<file path="src/rtl/irtx_pkg.sv">
package irtx_pkg;
  typedef enum logic [1:0] {
    REG_CTRL  = 2'd0,
    REG_LEN   = 2'd1,
    REG_CARR  = 2'd2,
    REG_TIMER = 2'd3
  } reg_addr_e;

  // highest prescaler bit index that gates the tick, clamped to the counter
  function automatic int tap_index(input int sel, input int pre_w);
    return (sel > pre_w - 2) ? pre_w - 2 : sel;
  endfunction

  // a zero carrier period is treated as one clock
  function automatic int eff_period(input int p);
    return (p == 0) ? 1 : p;
  endfunction
endpackage

</file>
<file path="src/rtl/irtx_prescaler.sv">
module irtx_prescaler
  import irtx_pkg::*;
#(
  parameter int PRE_W = 16,
  parameter int SEL_W = 4
) (
  input  logic             clk,
  input  logic             rst_n,
  input  logic             en,
  input  logic [SEL_W-1:0] sel,
  output logic             tick
);
  logic [PRE_W-1:0] cnt;
  logic [PRE_W-1:0] mask;

  always_comb begin
    mask = '0;
    for (int i = 0; i < PRE_W; i++)
      if (i <= tap_index(int'(sel), PRE_W)) mask[i] = 1'b1;
  end

  always_ff @(posedge clk or negedge rst_n)
    if (!rst_n)      cnt <= '0;
    else if (!en)    cnt <= '0;
    else             cnt <= cnt + 1'b1;

  assign tick = en && ((cnt & mask) == mask);

  // divide-by-2 is the fastest tap, so ticks are never back to back
  assert_tick_spacing_R4: assert property (@(posedge clk) disable iff (!rst_n)
    tick |=> !tick) else $error("tick spacing");
endmodule

</file>
<file path="src/rtl/irtx_carrier.sv">
module irtx_carrier
  import irtx_pkg::*;
#(
  parameter int CAR_W = 6
) (
  input  logic             clk,
  input  logic             rst_n,
  input  logic             en,
  input  logic [CAR_W-1:0] hi_per,
  input  logic [CAR_W-1:0] lo_per,
  output logic             carrier_hi
);
  logic             phase_hi;
  logic [CAR_W-1:0] cnt;
  logic [CAR_W-1:0] hi_len, lo_len, cur_len;
  logic             phase_end;

  assign hi_len    = CAR_W'(eff_period(int'(hi_per)));
  assign lo_len    = CAR_W'(eff_period(int'(lo_per)));
  assign cur_len   = phase_hi ? hi_len : lo_len;
  assign phase_end = (cnt == cur_len - 1'b1);

  always_ff @(posedge clk or negedge rst_n)
    if (!rst_n) begin
      phase_hi <= 1'b1;
      cnt      <= '0;
    end else if (!en) begin
      phase_hi <= 1'b1;
      cnt      <= '0;
    end else if (phase_end) begin
      phase_hi <= !phase_hi;
      cnt      <= '0;
    end else begin
      cnt <= cnt + 1'b1;
    end

  assign carrier_hi = phase_hi;

  assert_carrier_restart_R3: assert property (@(posedge clk) disable iff (!rst_n)
    $rose(en) |-> carrier_hi) else $error("carrier not restarted high");
  assert_phase_bound_R3: assert property (@(posedge clk) disable iff (!rst_n)
    en |-> (cnt < cur_len)) else $error("carrier count beyond period");
endmodule

</file>
<file path="src/rtl/irtx_lencnt.sv">
module irtx_lencnt #(
  parameter int LEN_W = 8
) (
  input  logic             clk,
  input  logic             rst_n,
  input  logic             en,
  input  logic             tick,
  input  logic             load,
  input  logic [LEN_W-1:0] load_val,
  output logic [LEN_W-1:0] count,
  output logic             underflow
);
  logic step;

  assign step      = en && tick && !load && (count != '0);
  assign underflow = step && (count == LEN_W'(1));

  always_ff @(posedge clk or negedge rst_n)
    if (!rst_n)    count <= '0;
    else if (load) count <= load_val;
    else if (step) count <= count - 1'b1;

  assert_hold_zero_R5: assert property (@(posedge clk) disable iff (!rst_n)
    (count == '0 && !load) |=> (count == '0)) else $error("count wrapped");
  assert_single_step_R5: assert property (@(posedge clk) disable iff (!rst_n)
    (count != '0 && !load) |=> (count == $past(count) || count == LEN_W'($past(count) - 1'b1)))
    else $error("count jumped");
endmodule

</file>
<file path="src/rtl/irtx_modulator.sv">
module irtx_modulator
  import irtx_pkg::*;
#(
  parameter int DATA_W = 16,
  parameter int LEN_W  = 8,
  parameter int CAR_W  = 6,
  parameter int PRE_W  = 16,
  parameter int SEL_W  = 4
) (
  input  logic              clk,
  input  logic              rst_n,
  input  logic              wr_en,
  input  logic [1:0]        wr_addr,
  input  logic [DATA_W-1:0] wr_data,
  input  logic [1:0]        rd_addr,
  output logic [DATA_W-1:0] rd_data,
  output logic              ir_out,
  output logic              irq
);
  localparam int LO_LSB   = 8;
  localparam int IE_BIT   = 4;
  localparam int FLAG_BIT = 8;

  logic             en_q, mode_q, data_q;
  logic [CAR_W-1:0] hi_q, lo_q;
  logic [SEL_W-1:0] sel_q;
  logic             ie_q, flag_q, out_q;
  logic             wr_ctrl, wr_len, wr_carr, wr_timer;
  logic             tick, carrier_hi, underflow;
  logic [LEN_W-1:0] count;
  logic             unused_wr_bits;

  assign wr_ctrl  = wr_en && (wr_addr == REG_CTRL);
  assign wr_len   = wr_en && (wr_addr == REG_LEN);
  assign wr_carr  = wr_en && (wr_addr == REG_CARR);
  assign wr_timer = wr_en && (wr_addr == REG_TIMER);
  assign unused_wr_bits = ^wr_data;

  always_ff @(posedge clk or negedge rst_n)
    if (!rst_n) begin
      en_q <= 1'b0; mode_q <= 1'b0; data_q <= 1'b0;
    end else if (wr_ctrl) begin
      en_q <= wr_data[0]; mode_q <= wr_data[1]; data_q <= wr_data[2];
    end

  always_ff @(posedge clk or negedge rst_n)
    if (!rst_n) begin
      hi_q <= '0; lo_q <= '0;
    end else if (wr_carr && !en_q) begin
      hi_q <= wr_data[CAR_W-1:0];
      lo_q <= wr_data[LO_LSB +: CAR_W];
    end

  always_ff @(posedge clk or negedge rst_n)
    if (!rst_n) begin
      sel_q <= '0; ie_q <= 1'b0;
    end else if (wr_timer && !en_q) begin
      sel_q <= wr_data[SEL_W-1:0];
      ie_q  <= wr_data[IE_BIT];
    end

  always_ff @(posedge clk or negedge rst_n)
    if (!rst_n)                              flag_q <= 1'b0;
    else if (underflow)                      flag_q <= 1'b1;
    else if (wr_timer && wr_data[FLAG_BIT])  flag_q <= 1'b0;

  irtx_prescaler #(.PRE_W(PRE_W), .SEL_W(SEL_W)) u_pre (
    .clk(clk), .rst_n(rst_n), .en(en_q), .sel(sel_q), .tick(tick));

  irtx_carrier #(.CAR_W(CAR_W)) u_car (
    .clk(clk), .rst_n(rst_n), .en(en_q), .hi_per(hi_q), .lo_per(lo_q),
    .carrier_hi(carrier_hi));

  irtx_lencnt #(.LEN_W(LEN_W)) u_len (
    .clk(clk), .rst_n(rst_n), .en(en_q), .tick(tick), .load(wr_len),
    .load_val(wr_data[LEN_W-1:0]), .count(count), .underflow(underflow));

  always_ff @(posedge clk or negedge rst_n)
    if (!rst_n) out_q <= 1'b0;
    else        out_q <= en_q && !mode_q && data_q && carrier_hi;

  assign ir_out = out_q;
  assign irq    = flag_q && ie_q;

  always_comb begin
    rd_data = '0;
    unique case (rd_addr)
      REG_CTRL:  rd_data[2:0] = {data_q, mode_q, en_q};
      REG_LEN:   rd_data[LEN_W-1:0] = count;
      REG_CARR: begin
        rd_data[CAR_W-1:0]        = hi_q;
        rd_data[LO_LSB +: CAR_W]  = lo_q;
      end
      default: begin
        rd_data[SEL_W-1:0] = sel_q;
        rd_data[IE_BIT]    = ie_q;
        rd_data[FLAG_BIT]  = flag_q;
      end
    endcase
  end

  assert_out_low_disabled_R2: assert property (@(posedge clk) disable iff (!rst_n)
    !$past(en_q) |-> !ir_out) else $error("pin high while disabled");
  assert_flag_source_R6: assert property (@(posedge clk) disable iff (!rst_n)
    $rose(flag_q) |-> ($past(count) == LEN_W'(1))) else $error("flag without underflow");
  assert_config_locked_R8: assert property (@(posedge clk) disable iff (!rst_n)
    $past(en_q) |-> ($stable(hi_q) && $stable(lo_q) && $stable(sel_q) && $stable(ie_q)))
    else $error("config changed while enabled");
  assert_irq_needs_enable_R7: assert property (@(posedge clk) disable iff (!rst_n)
    $rose(irq) |-> (ie_q && flag_q)) else $error("irq without enable");
endmodule

</file>
<file path="config.mk">
export PLATFORM = sky130hd
export DESIGN_NAME = irtx_modulator
export DESIGN_NICKNAME = d
export VERILOG_FILES = /design/src/rtl/irtx_pkg.sv /design/src/rtl/irtx_prescaler.sv /design/src/rtl/irtx_carrier.sv /design/src/rtl/irtx_lencnt.sv /design/src/rtl/irtx_modulator.sv
export SDC_FILE = /design/constraint.sdc
export NUM_CORES = 1
export LEC_CHECK = 0
export ABC_AREA = 1
export BUFFER_PORTS_ARGS = -buffer_cell sky130_fd_sc_hd__buf_4
export CORE_ASPECT_RATIO = 0.8
export CORE_MARGIN = 2
export CORE_UTILIZATION = 45
export CTS_BUF_LIST = sky130_fd_sc_hd__clkbuf_4 sky130_fd_sc_hd__clkbuf_8
export CTS_CLUSTER_DIAMETER = 30
export CTS_CLUSTER_SIZE = 10
export DETAILED_ROUTE_END_ITERATION = 12
export PLACE_DENSITY = 0.72
export SYNTH_ARGS = -nofsm -noshare
export SYNTH_HDL_FRONTEND = slang
export SYNTH_SLANG_ARGS = --single-unit
</file>
<file path="constraint.sdc">
create_clock -name clk -period 2.3 [get_ports clk]
set_input_delay 0.23 -clock clk [delete_from_list [all_inputs] [get_ports clk]]
set_output_delay 0.23 -clock clk [all_outputs]
set_load 0.005 [all_outputs]
</file>
==> results.md <==
- The clock latency reported for the late side of the worst-skew pair is approximately 0.30 ns.
- Signal routing reaches up to met4.
- The capturing point of the worst reg2reg path is u_car.cnt[0]$_DFF_PN0_.
- Clock skew on the completed layout was measured at ~0.0044 ns.
- The number of remaining DRC errors is 0.
- Global routing finished with a remaining overflow of 0.
- The met3 wirelength from detailed routing is around 320 um.
- In the finished design, the share of the clock period the worst path needs comes to 0.889.
- The critical register-to-register path startpoint is u_car.carrier_hi$_DFFE_PN1P_.
- Setup violations remaining at the end of the flow were counted as 0.
- The depth of the most critical reg-to-reg path is 14.
- Leaving out fill and tap cells, the most frequent cell in the layout is sky130_fd_sc_hd__nand2_1.
- The first global-routing pass estimated approximately 13,000 um of wire.
- The congestion estimate from routability-driven global placement came to 0.870.
- The number of pins with negative max-slew slack in the final report is 0.
- Static timing analysis puts the maximum clock frequency at about 500 MHz.
- The destination of the worst hold path is lo_q[1]$_DFFE_PN0P_.
- The number of ports placed on the die boundary is 41.
- The number of clock buffers added by TritonCTS is 5.
- In this run, the number of DRC markers left after iteration 0 of detailed routing was approximately 160.
- The die is approximately 80 um tall.
- The detailed router placed 2,888 vias in this run.
- Setup repair after global routing left no endpoint under its margin.
- After detailed routing, the average wire length per cell comes to about 13 um.
- The minimum setup slack in the final design is between 0.2 and 0.3 ns.
- The tree is rooted in a sky130_fd_sc_hd__clkbuf_8.
- In this run, placement finished with an instance count of between 500 and 600.
- The cell row count is 27.
- For this block, the routed nets add up to 7610 um of wire.
- Summed over all failing endpoints, the final setup total negative slack is 0 ns.
- The number of antenna violations at the first check in global routing is 0.
- The path class of the tightest hold or removal check is primary input to register.
- The highest ir drop seen on vdd is ~0.54 mV.
- Counting every sink on the clock net gives 52.
- In the final layout, the share of cells above drive strength 1 is 0.203.
- In this run the horizontal extent of the chip is slightly below 100 um.
- Detailed placement ended at an HPWL of between 5000 and 6000 um.
- The total iterations of the first detailed-routing run is 4.
- The cell count after synthesis came out at between 400 and 500.
- The end-of-flow core utilization is 0.536.
- The library cells used most frequently in the layout, excluding fill and tap cells, are sky130_fd_sc_hd__nand2_1, sky130_fd_sc_hd__inv_1, sky130_fd_sc_hd__dfrtp_1, sky130_fd_sc_hd__buf_4, sky130_fd_sc_hd__o21ai_0.
- Power spread over the standard cell area amounts to approximately 830 nW/um^2.
- Yosys printed 0 warnings.
- The final number of hold-violating endpoints is 0.
- The arrival time of data at the critical path endpoint is around 2.2 ns.
- The worst setup path is launched from a register.
- The slack of the worst reg-to-reg path is between 0.2 and 0.3 ns.
- The synthesized area per cell is between 7 and 8 sq um.
- For the finished layout, the period the worst path requires is 2.04 ns.
- The share of the Yosys chip area taken by registers is 0.403.
- The mapped netlist covers about 3200 sq um.
- The initial core utilization is 0.467.
- The finished layout holds roughly 570 standard cells, fillers aside.
- The clock transition time at the flip-flop clock pins of the worst setup and hold paths is 0.10 ns.
- In the routed layout, each cell is associated on average with a via count of 5.10.
- Counting flops and latches in the post-synthesis netlist gives 52.
- The number of cells on the worst hold path is 2.
- The count of nets left with antenna violations once routing finished came out at 0.
- The critical path is of the register to register type.
- The total global-route track usage is 0.205.
- The number of global-route vias before repair is about 2,800.
- The worst pin sits at a relative slew slack of 0.561.
- STA puts the critical path data required time at roughly 2.5 ns.
- The antenna diode count is 0.
- The layout-stage area growth over the synthesis result is 14.9%.
- The worst hold path begins at wr_data[9].
- The total core area is 6930 sq um.
- Entering global routing, the biggest net connects between 50 and 60 pins.
- Along the worst path, the maximum fanout reaches 7.
- For the pin with the worst max-slew slack, the measured transition is ~0.66 ns.
- In this run, distinct cell masters in the synthesized netlist total 37.
- Detailed routing placed a total of 3530 um of wire on met2.
- The H-tree was split into 2 levels.
- OpenSTA, run right after detailed placement, puts the worst setup slack at 0.167 ns.
- The worst setup path is captured at a register.
- In this run the tool buffered the top-level ports with 36 buffer cells.
- The floorplan step defined a die boundary enclosing 7880 sq um.
- In the final design database the tool counted approximately 500 nets.
- The number of buffers between clock root and the deepest sink is 2.
- Max-cap violations in this run came to 0.
- TritonCTS built the clock tree.
- In the final routing, the length of wire on met1 measures 3660 um.
- The run finished with clean final reports.
- The analysis attributes to cell leakage a power of 1.91 nW.
-- worst max path at each step --
| stage | startpoint | to | slack (ns) | cells past startpoint |
|---|---|---|---|---|
| 3_3_place_gp | u_car.carrier_hi$_DFFE_PN1P_ | u_car.cnt[0]$_DFF_PN0_ | 0.20 | 14 |
| 6_report | u_car.carrier_hi$_DFFE_PN1P_ | u_car.cnt[0]$_DFF_PN0_ | 0.26 | 14 |
| 2_1_floorplan | u_car.carrier_hi$_DFFE_PN1P_ | u_car.cnt[0]$_DFF_PN0_ | 0.35 | 15 |
| 3_5_place_dp | u_car.carrier_hi$_DFFE_PN1P_ | u_car.cnt[1]$_DFF_PN0_ | 0.17 | 14 |
| 4_1_cts | u_car.carrier_hi$_DFFE_PN1P_ | u_car.carrier_hi$_DFFE_PN1P_ | 0.15 | 15 |
| 5_1_grt | u_car.carrier_hi$_DFFE_PN1P_ | u_car.carrier_hi$_DFFE_PN1P_ | 0.003 | 15 |
-- cell usage after synthesis --
cell type	count	area (sq um)
sky130_fd_sc_hd__a21oi_1	24	120
sky130_fd_sc_hd__a32oi_1	1	8.76
sky130_fd_sc_hd__clkbuf_1	3	11.3
sky130_fd_sc_hd__o21ai_1	3	15.0
sky130_fd_sc_hd__and2_1	1	6.26
sky130_fd_sc_hd__nand2_1	99	372
sky130_fd_sc_hd__inv_1	64	240
sky130_fd_sc_hd__a21oi_2	2	17.5
sky130_fd_sc_hd__a22o_1	1	8.76
sky130_fd_sc_hd__nor2_2	6	37.5
sky130_fd_sc_hd__nand2_4	2	22.5
sky130_fd_sc_hd__buf_4	2	15.0
sky130_fd_sc_hd__dfstp_2	1	26.3
sky130_fd_sc_hd__o21ai_2	7	61.3
sky130_fd_sc_hd__o211ai_1	1	7.51
sky130_fd_sc_hd__buf_2	3	15.0
sky130_fd_sc_hd__a221oi_1	2	17.5
sky130_fd_sc_hd__conb_1	1	3.75
sky130_fd_sc_hd__nand3_1	24	120
sky130_fd_sc_hd__nand3_2	3	30.0
sky130_fd_sc_hd__o22ai_1	2	12.5
sky130_fd_sc_hd__inv_2	4	15.0
sky130_fd_sc_hd__buf_12	1	20.0
sky130_fd_sc_hd__mux2_2	1	11.3
sky130_fd_sc_hd__buf_6	1	11.3
sky130_fd_sc_hd__nand4_1	6	37.5
sky130_fd_sc_hd__xor2_1	6	52.6
sky130_fd_sc_hd__nor3_2	3	30.0
sky130_fd_sc_hd__nor2_1	38	143
sky130_fd_sc_hd__nor3_1	2	10.0
sky130_fd_sc_hd__nand2_2	13	81.3
sky130_fd_sc_hd__o211ai_2	1	12.5
sky130_fd_sc_hd__a31oi_1	2	12.5
sky130_fd_sc_hd__o21ai_0	40	200
sky130_fd_sc_hd__ha_1	10	125
sky130_fd_sc_hd__dfrtp_1	51	1280
sky130_fd_sc_hd__xnor2_1	3	26.3
-- repair_timing --
item | CTS | global route
endpoints found under the hold margin | 51 | 0
hold buffers | 1 | 0
setup buffers | 0 | 3
endpoints found under the setup margin | 0 | 7
resized for setup | 0 | 1
-- sequential cells by signal, indices dropped and copies added, names as in the netlist --
name,flops
sel_q,4
u_len.count,8
data_q,1
lo_q,6
flag_q,1
en_q,1
u_car.carrier_hi,1
u_pre.cnt,15
ie_q,1
hi_q,6
ir_out,1
u_car.cnt,6
mode_q,1
-- routing by layer --
layer,vias to the layer above,global-route usage
met5,-,0
met4,0,0.0562
met3,12,0.0429
met2,66,0.332
met1,1339,0.280
li1,1471,-
-- report_power, final --
part           switching (mW)  total, mW  internal [mW]
sequential              0.187       1.27           1.08
combinational           0.730       1.24          0.513
clock                   0.318      0.560          0.242
total                    1.24       3.07           1.84
-- through the flow --
step / cell area (sq um) / power, mW / hold WS [ns]
after floorplan: 3240 / 2.16 / -0.0656
after global placement: 3590 / 2.46 / 0.311
after detailed placement: 3590 / 2.49 / 0.311
after CTS: 3690 / 3.05 / 0.143
after global routing: 3710 / 3.33 / 0.138
final: 3710 / 3.07 / 0.151
-- worst max-delay path: stages (launching register included) --
cell and delay, ns:
sky130_fd_sc_hd__dfstp_2 0.61, sky130_fd_sc_hd__inv_1 0.11, sky130_fd_sc_hd__nor2_1 0.10, sky130_fd_sc_hd__nand2_1 0.08, sky130_fd_sc_hd__nand2_1 0.11, sky130_fd_sc_hd__ha_2 0.22
sky130_fd_sc_hd__nand3_1 0.08, sky130_fd_sc_hd__nand3_1 0.08, sky130_fd_sc_hd__nand2_1 0.05, sky130_fd_sc_hd__nor2_1 0.08, sky130_fd_sc_hd__nand2_1 0.06, sky130_fd_sc_hd__nor2_2 0.09
sky130_fd_sc_hd__nand3_2 0.11, sky130_fd_sc_hd__nand2_4 0.11, sky130_fd_sc_hd__nor2_1 0.05
-- cell type report --
class | count | area, sq um
fill | 665 | 3210
multi-input combinational | 305 | 1610
sequential | 52 | 1300
timing repair buffer | 46 | 345
inverter | 68 | 255
tap | 87 | 109
clock buffer | 6 | 82.6
clock inverter | 2 | 10.0
-- logic make-up after synthesis --
| family | Yosys count | share of synthesized area |
|---|---|---|
| fa+ha+maj | 10 | 0.0387 |
| xor+xnor | 9 | 0.0244 |
| simple gates | 197 | 0.275 |
| mux | 1 | 0.00348 |
| flops | 52 | 0.403 |
| buf+inv | 78 | 0.101 |
| compound gates | 86 | 0.153 |
| other cells | 1 | 0.00116 |
Power figures use the tool's default switching activity.
